File: src/rtl/csub_pkg.sv
package csub_pkg;
  localparam int CSUB_WORD_W = 32;
  localparam int CSUB_WORDS  = 6;

  // strobes from the frame controller to the field storage
  typedef struct packed {
    logic loadShadow;
  } csub_strobe_t;
endpackage

File: src/rtl/csub_ctrl.sv
module csub_ctrl
  import csub_pkg::*;
#(
  parameter int FRAMES = 192,
  parameter int IDX_W  = $clog2(FRAMES)
) (
  input  logic             clk,
  input  logic             rstN,
  input  logic             txEnable,
  input  logic             frameTick,
  input  logic             csWrite,
  input  logic             udWrite,
  output csub_strobe_t     strb,
  output logic [IDX_W-1:0] frameIdx,
  output logic             csReady,
  output logic             udReady,
  output logic             blockEnd
);
  logic lastFrame;
  logic boundary;

  assign lastFrame       = (frameIdx == IDX_W'(FRAMES - 1));
  assign boundary        = frameTick && lastFrame;
  assign strb.loadShadow = !txEnable || boundary;

  always_ff @(posedge clk) begin
    if (!rstN || !txEnable) begin
      frameIdx <= '0;
      csReady  <= 1'b1;
      udReady  <= 1'b1;
      blockEnd <= 1'b0;
    end else begin
      blockEnd <= boundary;
      if (frameTick)
        frameIdx <= lastFrame ? '0 : frameIdx + IDX_W'(1);
      // a write in the load cycle wins: its content is not in the shadow
      if (csWrite)       csReady <= 1'b0;
      else if (boundary) csReady <= 1'b1;
      if (udWrite)       udReady <= 1'b0;
      else if (boundary) udReady <= 1'b1;
    end
  end

  p_frame_range_r5: assert property (@(posedge clk) disable iff (!rstN)
    frameIdx < IDX_W'(FRAMES));
  p_block_end_wrap_r6: assert property (@(posedge clk) disable iff (!rstN)
    blockEnd |-> frameIdx == '0);
  p_write_clears_r8: assert property (@(posedge clk) disable iff (!rstN)
    (txEnable && csWrite) |=> !csReady);
  p_collision_r9: assert property (@(posedge clk) disable iff (!rstN)
    (txEnable && udWrite && boundary) |=> (!udReady && frameIdx == '0));
  p_disable_ready_r11: assert property (@(posedge clk) disable iff (!rstN)
    !txEnable |=> (csReady && udReady && frameIdx == '0));
endmodule

File: src/rtl/csub_dp.sv
module csub_dp
  import csub_pkg::*;
#(
  parameter int WORDS   = CSUB_WORDS,
  parameter int WORD_W  = CSUB_WORD_W,
  parameter int FIELD_W = WORDS * WORD_W,
  parameter int IDX_W   = $clog2(FIELD_W),
  parameter int SEL_W   = 3
) (
  input  logic              clk,
  input  logic              rstN,
  input  logic              wrEn,
  input  logic              wrField,
  input  logic [SEL_W-1:0]  wordSel,
  input  logic [WORD_W-1:0] wrData,
  input  csub_strobe_t      strb,
  input  logic [IDX_W-1:0]  frameIdx,
  output logic              csWrite,
  output logic              udWrite,
  output logic              statusBit,
  output logic              userBit
);
  logic              selValid;
  logic [WORD_W-1:0] csWord [WORDS];
  logic [WORD_W-1:0] udWord [WORDS];
  logic [FIELD_W-1:0] csFlat, udFlat;
  logic [FIELD_W-1:0] csShadow, udShadow;

  assign selValid = int'(wordSel) < WORDS;
  assign csWrite  = wrEn && !wrField && selValid;
  assign udWrite  = wrEn &&  wrField && selValid;

  always_ff @(posedge clk) begin
    if (!rstN) begin
      for (int w = 0; w < WORDS; w++) begin
        csWord[w] <= '0;
        udWord[w] <= '0;
      end
    end else begin
      for (int w = 0; w < WORDS; w++) begin
        if (csWrite && wordSel == SEL_W'(w)) csWord[w] <= wrData;
        if (udWrite && wordSel == SEL_W'(w)) udWord[w] <= wrData;
      end
    end
  end

  // word w occupies field bits [w*WORD_W +: WORD_W]; bit 0 is sent first
  for (genvar w = 0; w < WORDS; w++) begin : g_pack
    assign csFlat[w*WORD_W +: WORD_W] = csWord[w];
    assign udFlat[w*WORD_W +: WORD_W] = udWord[w];
  end

  always_ff @(posedge clk) begin
    if (!rstN) begin
      csShadow <= '0;
      udShadow <= '0;
    end else if (strb.loadShadow) begin
      csShadow <= csFlat;
      udShadow <= udFlat;
    end
  end

  assign statusBit = csShadow[frameIdx];
  assign userBit   = udShadow[frameIdx];

  p_shadow_hold_r7: assert property (@(posedge clk) disable iff (!rstN)
    !strb.loadShadow |=> ($stable(csShadow) && $stable(udShadow)));
  p_bad_index_r10: assert property (@(posedge clk) disable iff (!rstN)
    (wrEn && !selValid) |=> ($stable(csFlat) && $stable(udFlat)));
endmodule

File: src/rtl/csub_buffer.sv
module csub_buffer
  import csub_pkg::*;
#(
  parameter int WORDS  = CSUB_WORDS,
  parameter int WORD_W = CSUB_WORD_W,
  localparam int FIELD_W = WORDS * WORD_W,
  localparam int IDX_W   = $clog2(FIELD_W),
  localparam int SEL_W   = $clog2(WORDS)
) (
  input  logic              clk,
  input  logic              rstN,
  input  logic              txEnable,
  input  logic              frameTick,
  input  logic              wrEn,
  input  logic              wrField,
  input  logic [SEL_W-1:0]  wordSel,
  input  logic [WORD_W-1:0] wrData,
  output logic              statusBit,
  output logic              userBit,
  output logic              csReady,
  output logic              udReady,
  output logic              blockEnd
);
  csub_strobe_t     strb;
  logic [IDX_W-1:0] frameIdx;
  logic             csWrite, udWrite;

  csub_ctrl #(.FRAMES(FIELD_W), .IDX_W(IDX_W)) ctrl_i (
    .clk(clk), .rstN(rstN), .txEnable(txEnable), .frameTick(frameTick),
    .csWrite(csWrite), .udWrite(udWrite), .strb(strb), .frameIdx(frameIdx),
    .csReady(csReady), .udReady(udReady), .blockEnd(blockEnd)
  );

  csub_dp #(.WORDS(WORDS), .WORD_W(WORD_W), .FIELD_W(FIELD_W),
            .IDX_W(IDX_W), .SEL_W(SEL_W)) dp_i (
    .clk(clk), .rstN(rstN), .wrEn(wrEn), .wrField(wrField),
    .wordSel(wordSel), .wrData(wrData), .strb(strb), .frameIdx(frameIdx),
    .csWrite(csWrite), .udWrite(udWrite),
    .statusBit(statusBit), .userBit(userBit)
  );
endmodule

File: config.mk
export PLATFORM = sky130hd
export DESIGN_NAME = csub_buffer
export DESIGN_NICKNAME = d
export VERILOG_FILES = /design/src/rtl/csub_pkg.sv /design/src/rtl/csub_ctrl.sv /design/src/rtl/csub_dp.sv /design/src/rtl/csub_buffer.sv
export SDC_FILE = /design/constraint.sdc
export NUM_CORES = 1
export LEC_CHECK = 0
export BUFFER_PORTS_ARGS = -buffer_cell sky130_fd_sc_hd__buf_2
export CORE_MARGIN = 8
export CORE_UTILIZATION = 57
export DETAILED_ROUTE_END_ITERATION = 8
export PLACE_DENSITY = 0.78
export SYNTH_ARGS = -nofsm -noshare
export SYNTH_HDL_FRONTEND = slang
export SYNTH_SLANG_ARGS = --single-unit
File: constraint.sdc
create_clock -name clk -period 4.6 [get_ports clk]
set_input_delay 1.15 -clock clk [delete_from_list [all_inputs] [get_ports clk]]
set_output_delay 1.15 -clock clk [all_outputs]
set_load 0.05 [all_outputs]
Yosys cells after proc, flatten, opt, wreduce, memory -nomap -nowiden
Memory sizes are Yosys's and may differ from the RTL's. A register that Yosys moved wholly into a read port is not among the register bits. Index checks and enable logic that the tools add are counted.

Register bits after elaboration: 11. RAM bits: 384. Logic and storage cells: 121. Memories: 2.

Add/sub/neg operators: 1. $lt $le $gt $ge: 2. Equality and inequality tests: 6. Muxes and demuxes: 57. Bitwise logic cells: 12. Reductions and logical operators: 37.

Memory list: dp_i.csWord (words 6, bits a word 32, read ports 6, clocked after memory_dff 6, wr ports 6, line csub_dp.sv:24) `logic [WORD_W-1:0] csWord [WORDS];`; dp_i.udWord (words 6, bits a word 32, read ports 6, clocked after memory_dff 6, wr ports 6, line csub_dp.sv:25) `logic [WORD_W-1:0] udWord [WORDS];`.

Operators by type and width (count): $mux W32 (12); $mux W1 (42); $logic_and A1 B1 Y1 (17); $bmux W1 S8 (2); $logic_not A1 Y1 (15); $or A1 B1 Y1 (12); $lt A8 B9 Y1 const B (1); $add A8 B1 Y8 const B (1); $eq A8 B8 Y1 const B (1); $mux W8 (1); $eq A3 B2 Y1 const B (2); $eq A3 B3 Y1 const B (2); $reduce_bool A2 Y1 (2); $eq A3 B1 Y1 const B (1); $logic_not A3 Y1 (1); $lt A3 B3 Y1 const B (1); $logic_or A1 B1 Y1 (2).

Depth between registers and ports, before layout
Word-level depth: 8. Depth in mapped cells: 10. Gate-level depth less buffers: 6.

Cells and area by module
Synthesis repeated with hierarchy kept, for this count alone.

Cells, all modules: 2454. Area, all modules: 32387.3 um2.

Modules (own cells, without submodules): csub_dp (times used 1, cells each 2403, area each 31888.1 um2, seq. area each 19218.4 um2); csub_ctrl (times used 1, cells each 51, area each 499.2 um2, seq. area each 220.2 um2).

Worst setup path before layout
No wires, ideal clock.

Path type: in2reg. Start: input port wrEn. End: memory dp_i.csWord[1][0] (netlist bit) (enable). Setup time: 0.466 ns. Arrival time: 4.340 ns. Data required time: 4.134 ns. Slack: -0.205 ns. Stages: 5. Path buffers: 0. Cells stage by stage: a21boi_0 > nor2b_1 > nand2_1 > or2_2 > o21ai_0.

RTL lines: start, declared (line csub_buffer.sv:14) `input logic wrEn,`; end, declared (line csub_dp.sv:24).

Final worst setup path
Start: register ctrl_i.frameIdx[0]. End: output port userBit.

Word-level cells in the longest chain between the ends: 2.

Ends and longest elaborated chain: start, declared (line csub_ctrl.sv:14) `output logic [IDX_W-1:0] frameIdx,`; start signal, assigned (line csub_ctrl.sv:35) `frameIdx <= lastFrame ? '0 : frameIdx + IDX_W'(1);`; $bmux W1 S8 (line csub_dp.sv:64) `assign userBit = udShadow[frameIdx];`; $mux W1 (implied by the code) (line csub_dp.sv:64); end, declared (line csub_buffer.sv:19) `output logic userBit,`.

Every way passes these cells. The select of a mux whose other input is x is not followed.

==> report_table.html <==
<table>
<tr><th>Metric</th><th>Value</th></tr>
<tr><th colspan="2">Cells and area</th></tr>
<tr><td>Final nets</td><td>~2800</td></tr>
<tr><td>Count of fill cells added during filler insertion</td><td>4116</td></tr>
<tr><td>Storage element area</td><td>between 0.015 and 0.02 mm²</td></tr>
<tr><td>Growth of design area from synthesis to finish</td><td>10.7%</td></tr>
<tr><td>Multi-input gate area in the final layout</td><td>between 0.01 and 0.015 mm²</td></tr>
<tr><td>Share of layout cells above drive strength 1</td><td>0.118</td></tr>
<tr><th colspan="2">Synth</th></tr>
<tr><td>Post-Syn Area per Cell</td><td>11.3 µm²</td></tr>
<tr><td>Netlist area before placement</td><td>around 0.032 mm²</td></tr>
<tr><td>Number of flops mapped to enable cells by yosys</td><td>384</td></tr>
<tr><td>Sequential area share after synthesis</td><td>0.605</td></tr>
<tr><td>Post-synth ARST share</td><td>0</td></tr>
<tr><td>Cell with the most instances after synthesis</td><td>sky130_fd_sc_hd__nand2_1</td></tr>
<tr><td>Top cells by area, synth</td><td>sky130_fd_sc_hd__edfxtp_1 36%, sky130_fd_sc_hd__dfxtp_1 25%, sky130_fd_sc_hd__nand2_1 9.3%</td></tr>
<tr><td>Instance count of the mapped netlist</td><td>around 2900</td></tr>
<tr><td>Synth cell count leaders</td><td>793 x sky130_fd_sc_hd__nand2_1, 395 x sky130_fd_sc_hd__dfxtp_1, 390 x sky130_fd_sc_hd__and2_1</td></tr>
<tr><td>Portion of synthesized cell area occupied by the leading cell type</td><td>0.359</td></tr>
<tr><td>Warnings from Yosys</td><td>0</td></tr>
<tr><td>Count of distinct cell types in the synthesized netlist</td><td>47</td></tr>
<tr><td>Number of storage elements in the synthesis netlist</td><td>779</td></tr>
<tr><td>Cell type with the largest total area after synthesis</td><td>sky130_fd_sc_hd__edfxtp_1</td></tr>
<tr><td>Ys flop type</td><td>sky130_fd_sc_hd__dfxtp_1</td></tr>
<tr><td>Syn_nets</td><td>~2900</td></tr>
<tr><th colspan="2">Power and ir drop</th></tr>
<tr><td>Max rail drop VDD</td><td>~0.00032 V</td></tr>
<tr><td>Post-route total power</td><td>around 15 mW</td></tr>
<tr><td>Leakage power figure</td><td>12.8 nW</td></tr>
<tr><td>Pwr per Cell Area</td><td>421 mW/mm²</td></tr>
<tr><th colspan="2">Floorplanning</th></tr>
<tr><td>Full die area</td><td>0.0642 mm²</td></tr>
<tr><td>Core Footprint</td><td>approximately 0.056 mm²</td></tr>
<tr><td>Die height</td><td>roughly 250 µm</td></tr>
<tr><td># IOs</td><td>46</td></tr>
<tr><td>Die width</td><td>~250 µm</td></tr>
<tr><td>Std cell rows</td><td>87</td></tr>
<tr><td>Initial Utilization</td><td>0.573</td></tr>
<tr><th colspan="2">Outcome</th></tr>
<tr><td>Outcome</td><td>finished, final reports clean</td></tr>
<tr><th colspan="2">GRT</th></tr>
<tr><td>Pin count of the biggest net entering global routing</td><td>201</td></tr>
<tr><td>Global-route wire length before repair</td><td>122 mm</td></tr>
<tr><td>Total gr overflow</td><td>0</td></tr>
<tr><td>Number of antenna violations at the first check in global routing</td><td>2</td></tr>
<tr><td>Gr usage total</td><td>0.245</td></tr>
<tr><td>Vias in the first global route</td><td>20900</td></tr>
<tr><th colspan="2">Run</th></tr>
<tr><td>Max cap viols</td><td>0</td></tr>
<tr><th colspan="2">Setup path</th></tr>
<tr><td>Crit path max-delay family</td><td>multiplexers</td></tr>
<tr><td>Worst Setup Path Type</td><td>reg -&gt; out</td></tr>
<tr><td>Delay of the slowest cell on the worst path</td><td>~530 ps</td></tr>
<tr><td>Data arrival time of the worst path</td><td>~3400 ps</td></tr>
<tr><td>Cell with the biggest individual delay on the critical path</td><td>sky130_fd_sc_hd__dfxtp_4</td></tr>
<tr><td>Worst setup EP type</td><td>primary output</td></tr>
<tr><td>Cell breakdown of the critical path</td><td>buf_12 -&gt; buf_12 -&gt; mux4_2 -&gt; mux4_2 -&gt; nand2_1 -&gt; and3_1 -&gt; o32ai_2 -&gt; buf_2</td></tr>
<tr><td>Launching element type of the critical path</td><td>register</td></tr>
<tr><td>Number of buffers and inverters on the critical path</td><td>3</td></tr>
<tr><td>Peak fanout along the critical path</td><td>24</td></tr>
<tr><td>Crit path required time</td><td>about 3500 ps</td></tr>
<tr><th colspan="2">Routing</th></tr>
<tr><td>Count of nets left with antenna violations after detail routing</td><td>0</td></tr>
<tr><td>Total number of vias</td><td>~21000</td></tr>
<tr><td>WL per Instance</td><td>approximately 22 µm</td></tr>
<tr><td>Number of DRC markers in iteration 0</td><td>approximately 2200</td></tr>
<tr><td>Drt via density</td><td>5.82</td></tr>
<tr><td>Drt total wl</td><td>about 80 mm</td></tr>
<tr><td>Post-detailed-route DRC marker count</td><td>0</td></tr>
<tr><td>DR pass1 iterations</td><td>5</td></tr>
<tr><th colspan="2">CTS</th></tr>
<tr><td>Cell at the root of the clock tree</td><td>sky130_fd_sc_hd__clkbuf_16</td></tr>
<tr><td>Hold buffer count at cts</td><td>0</td></tr>
<tr><td>Maximum count of clock buffers along a single path</td><td>3</td></tr>
<tr><td>Clock-pin slew reported for the worst setup and hold paths after clock tree synthesis</td><td>roughly 60 ps</td></tr>
<tr><td>Number of levels the H-tree was split into</td><td>3</td></tr>
<tr><td>CTS buffer count</td><td>slightly below 80</td></tr>
<tr><td>Clock tree sinks</td><td>779</td></tr>
<tr><td>CTS tree</td><td>built</td></tr>
<tr><td>Worst-skew pair later-pin latency</td><td>around 600 ps</td></tr>
<tr><th colspan="2">Timing</th></tr>
<tr><td>Post-route fraction of the period consumed by the critical path</td><td>0.978</td></tr>
<tr><td>Remaining max-slew budget at the tightest pin</td><td>0.264</td></tr>
<tr><td>Min Clock Period, post-route</td><td>4500 ps</td></tr>
<tr><td>Setup violation total in the final timing report</td><td>0</td></tr>
<tr><td>F_max</td><td>222 MHz</td></tr>
<tr><td>Hold Slack</td><td>449 ps</td></tr>
<tr><td>Slew of the pin with the lowest slew margin</td><td>between 1000 and 1500 ps</td></tr>
<tr><td>Max Transition Viols Final</td><td>0</td></tr>
<tr><td>Final worst clock skew</td><td>around 12 ps</td></tr>
<tr><td>Number of hold violations in the final report</td><td>0</td></tr>
<tr><th colspan="2">Place</th></tr>
<tr><td>DPL Wire Length</td><td>~47 mm</td></tr>
<tr><td>Count of buffers from port buffering</td><td>between 40 and 50</td></tr>
<tr><td>Final estimated routing congestion in global placement</td><td>a little under 0.9</td></tr>
<tr><th colspan="2">Worst hold path</th></tr>
<tr><td>Hold WC Path Type</td><td>reg -&gt; reg</td></tr>
</table>
==> worst paths after layout <==
path	startpoint	end	slack, ps	cells past startpoint
worst min register to register	dp_i.csShadow[99]	dp_i.csShadow[99]	450	2
worst max-delay path	ctrl_i.frameIdx[0]	userBit	100	8
worst min-delay path	dp_i.csShadow[99]	dp_i.csShadow[99]	450	2
worst max register to register	ctrl_i.frameIdx[3]	dp_i.csShadow[43]	1330	8
==> state kept, by name (all words and copies together) (netlist names) <==
| register | count |
|---|---|
| ctrl_i.frameIdx | 8 |
| ctrl_i.csReady | 1 |
| ctrl_i.blockEnd | 1 |
| dp_i.csShadow | 192 |
| ctrl_i.udReady | 1 |
| dp_i.udShadow | 192 |
| dp_i.csWord | 192 |
| dp_i.udWord | 192 |
==> kinds of logic after synthesis <==
family	share of synthesized area
and+or+nand+nor	0.178
adders and majority gates	0.000389
xor gates and xnor gates	0.00163
buffers and inverters	0.0339
DFF	0.605
AOI/OAI and AO/OA	0.104
muxes	0.0770
==> report_power, final <==
group | internal (mW) | switching [mW]
registers | 7.66 | 0.180
clock network | 3.68 | 2.56
logic | 0.320 | 0.578
total | 11.7 | 3.32
==> worst reg2reg max path, delay by kind of cell, from the launching register on <==
kind	cells	cell delay (ps)
flops	1	540
buf+inv	2	940
compound gates	1	190
simple gates	5	1520
==> placed cells by master, fill, tap and decap left out, drive strengths merged, types with 10 or more instances in the layout <==
cell type and instances:
nand3 10, clkinv 14, dfxtp 395, mux4 94, a21boi 385, nor2 30, a21oi 10, clkbuf 117
and2 390, edfxtp 384, buf 108, mux2i 31, o21ai 22, nand2 793
==> metrics by stage <==
| stage | instances | setup WS [ps] | setup TNS, ps | utilization | instance area (µm²) |
|---|---|---|---|---|---|
| after floorplan | 2853 | -205 | -13150 | - | 32100 |
| after global placement | 3480 | 535 | 0 | 0.589 | 33000 |
| after detailed placement | 3480 | 503 | 0 | 0.589 | 33000 |
| after CTS | 3621 | 13.9 | 0 | 0.634 | 35600 |
| after global routing | 3622 | -2.74 | -2.74 | 0.635 | 35600 |
| final | 3623 | 102 | 0 | 0.635 | 35600 |
==> repair_timing <==
action / 4_1_cts / 5_1_grt
setup buffers: 2 / 0
gates resized for setup: 2 / 2
endpoints found under the setup margin: 2 / 2
==> metal layers <==
layer / up-vias / GRT usage / routed length, µm
li1: 9600 / - / -
met1: 10500 / 0.325 / 31600
met2: 851 / 0.401 / 37600
met3: 180 / 0.0427 / 6750
met4: 0 / 0.0960 / 2880
met5: - / 0.000772 / 0
==> cell type report <==
| cell class | count | share of cell area |
|---|---|---|
| Clock buffer | 117 | 0.0638 |
| Sequential cell | 779 | 0.547 |
| Inverter | 4 | 0.000422 |
| Clock inverter | 22 | 0.00668 |
| Timing Repair Buffer | 108 | 0.0254 |
| Antenna cell | 2 | 0.000141 |
| Multi-Input combinational cell | 1835 | 0.330 |
| Tap cell | 756 | 0.0266 |
Note: power is estimated with default switching activity, not from simulation.
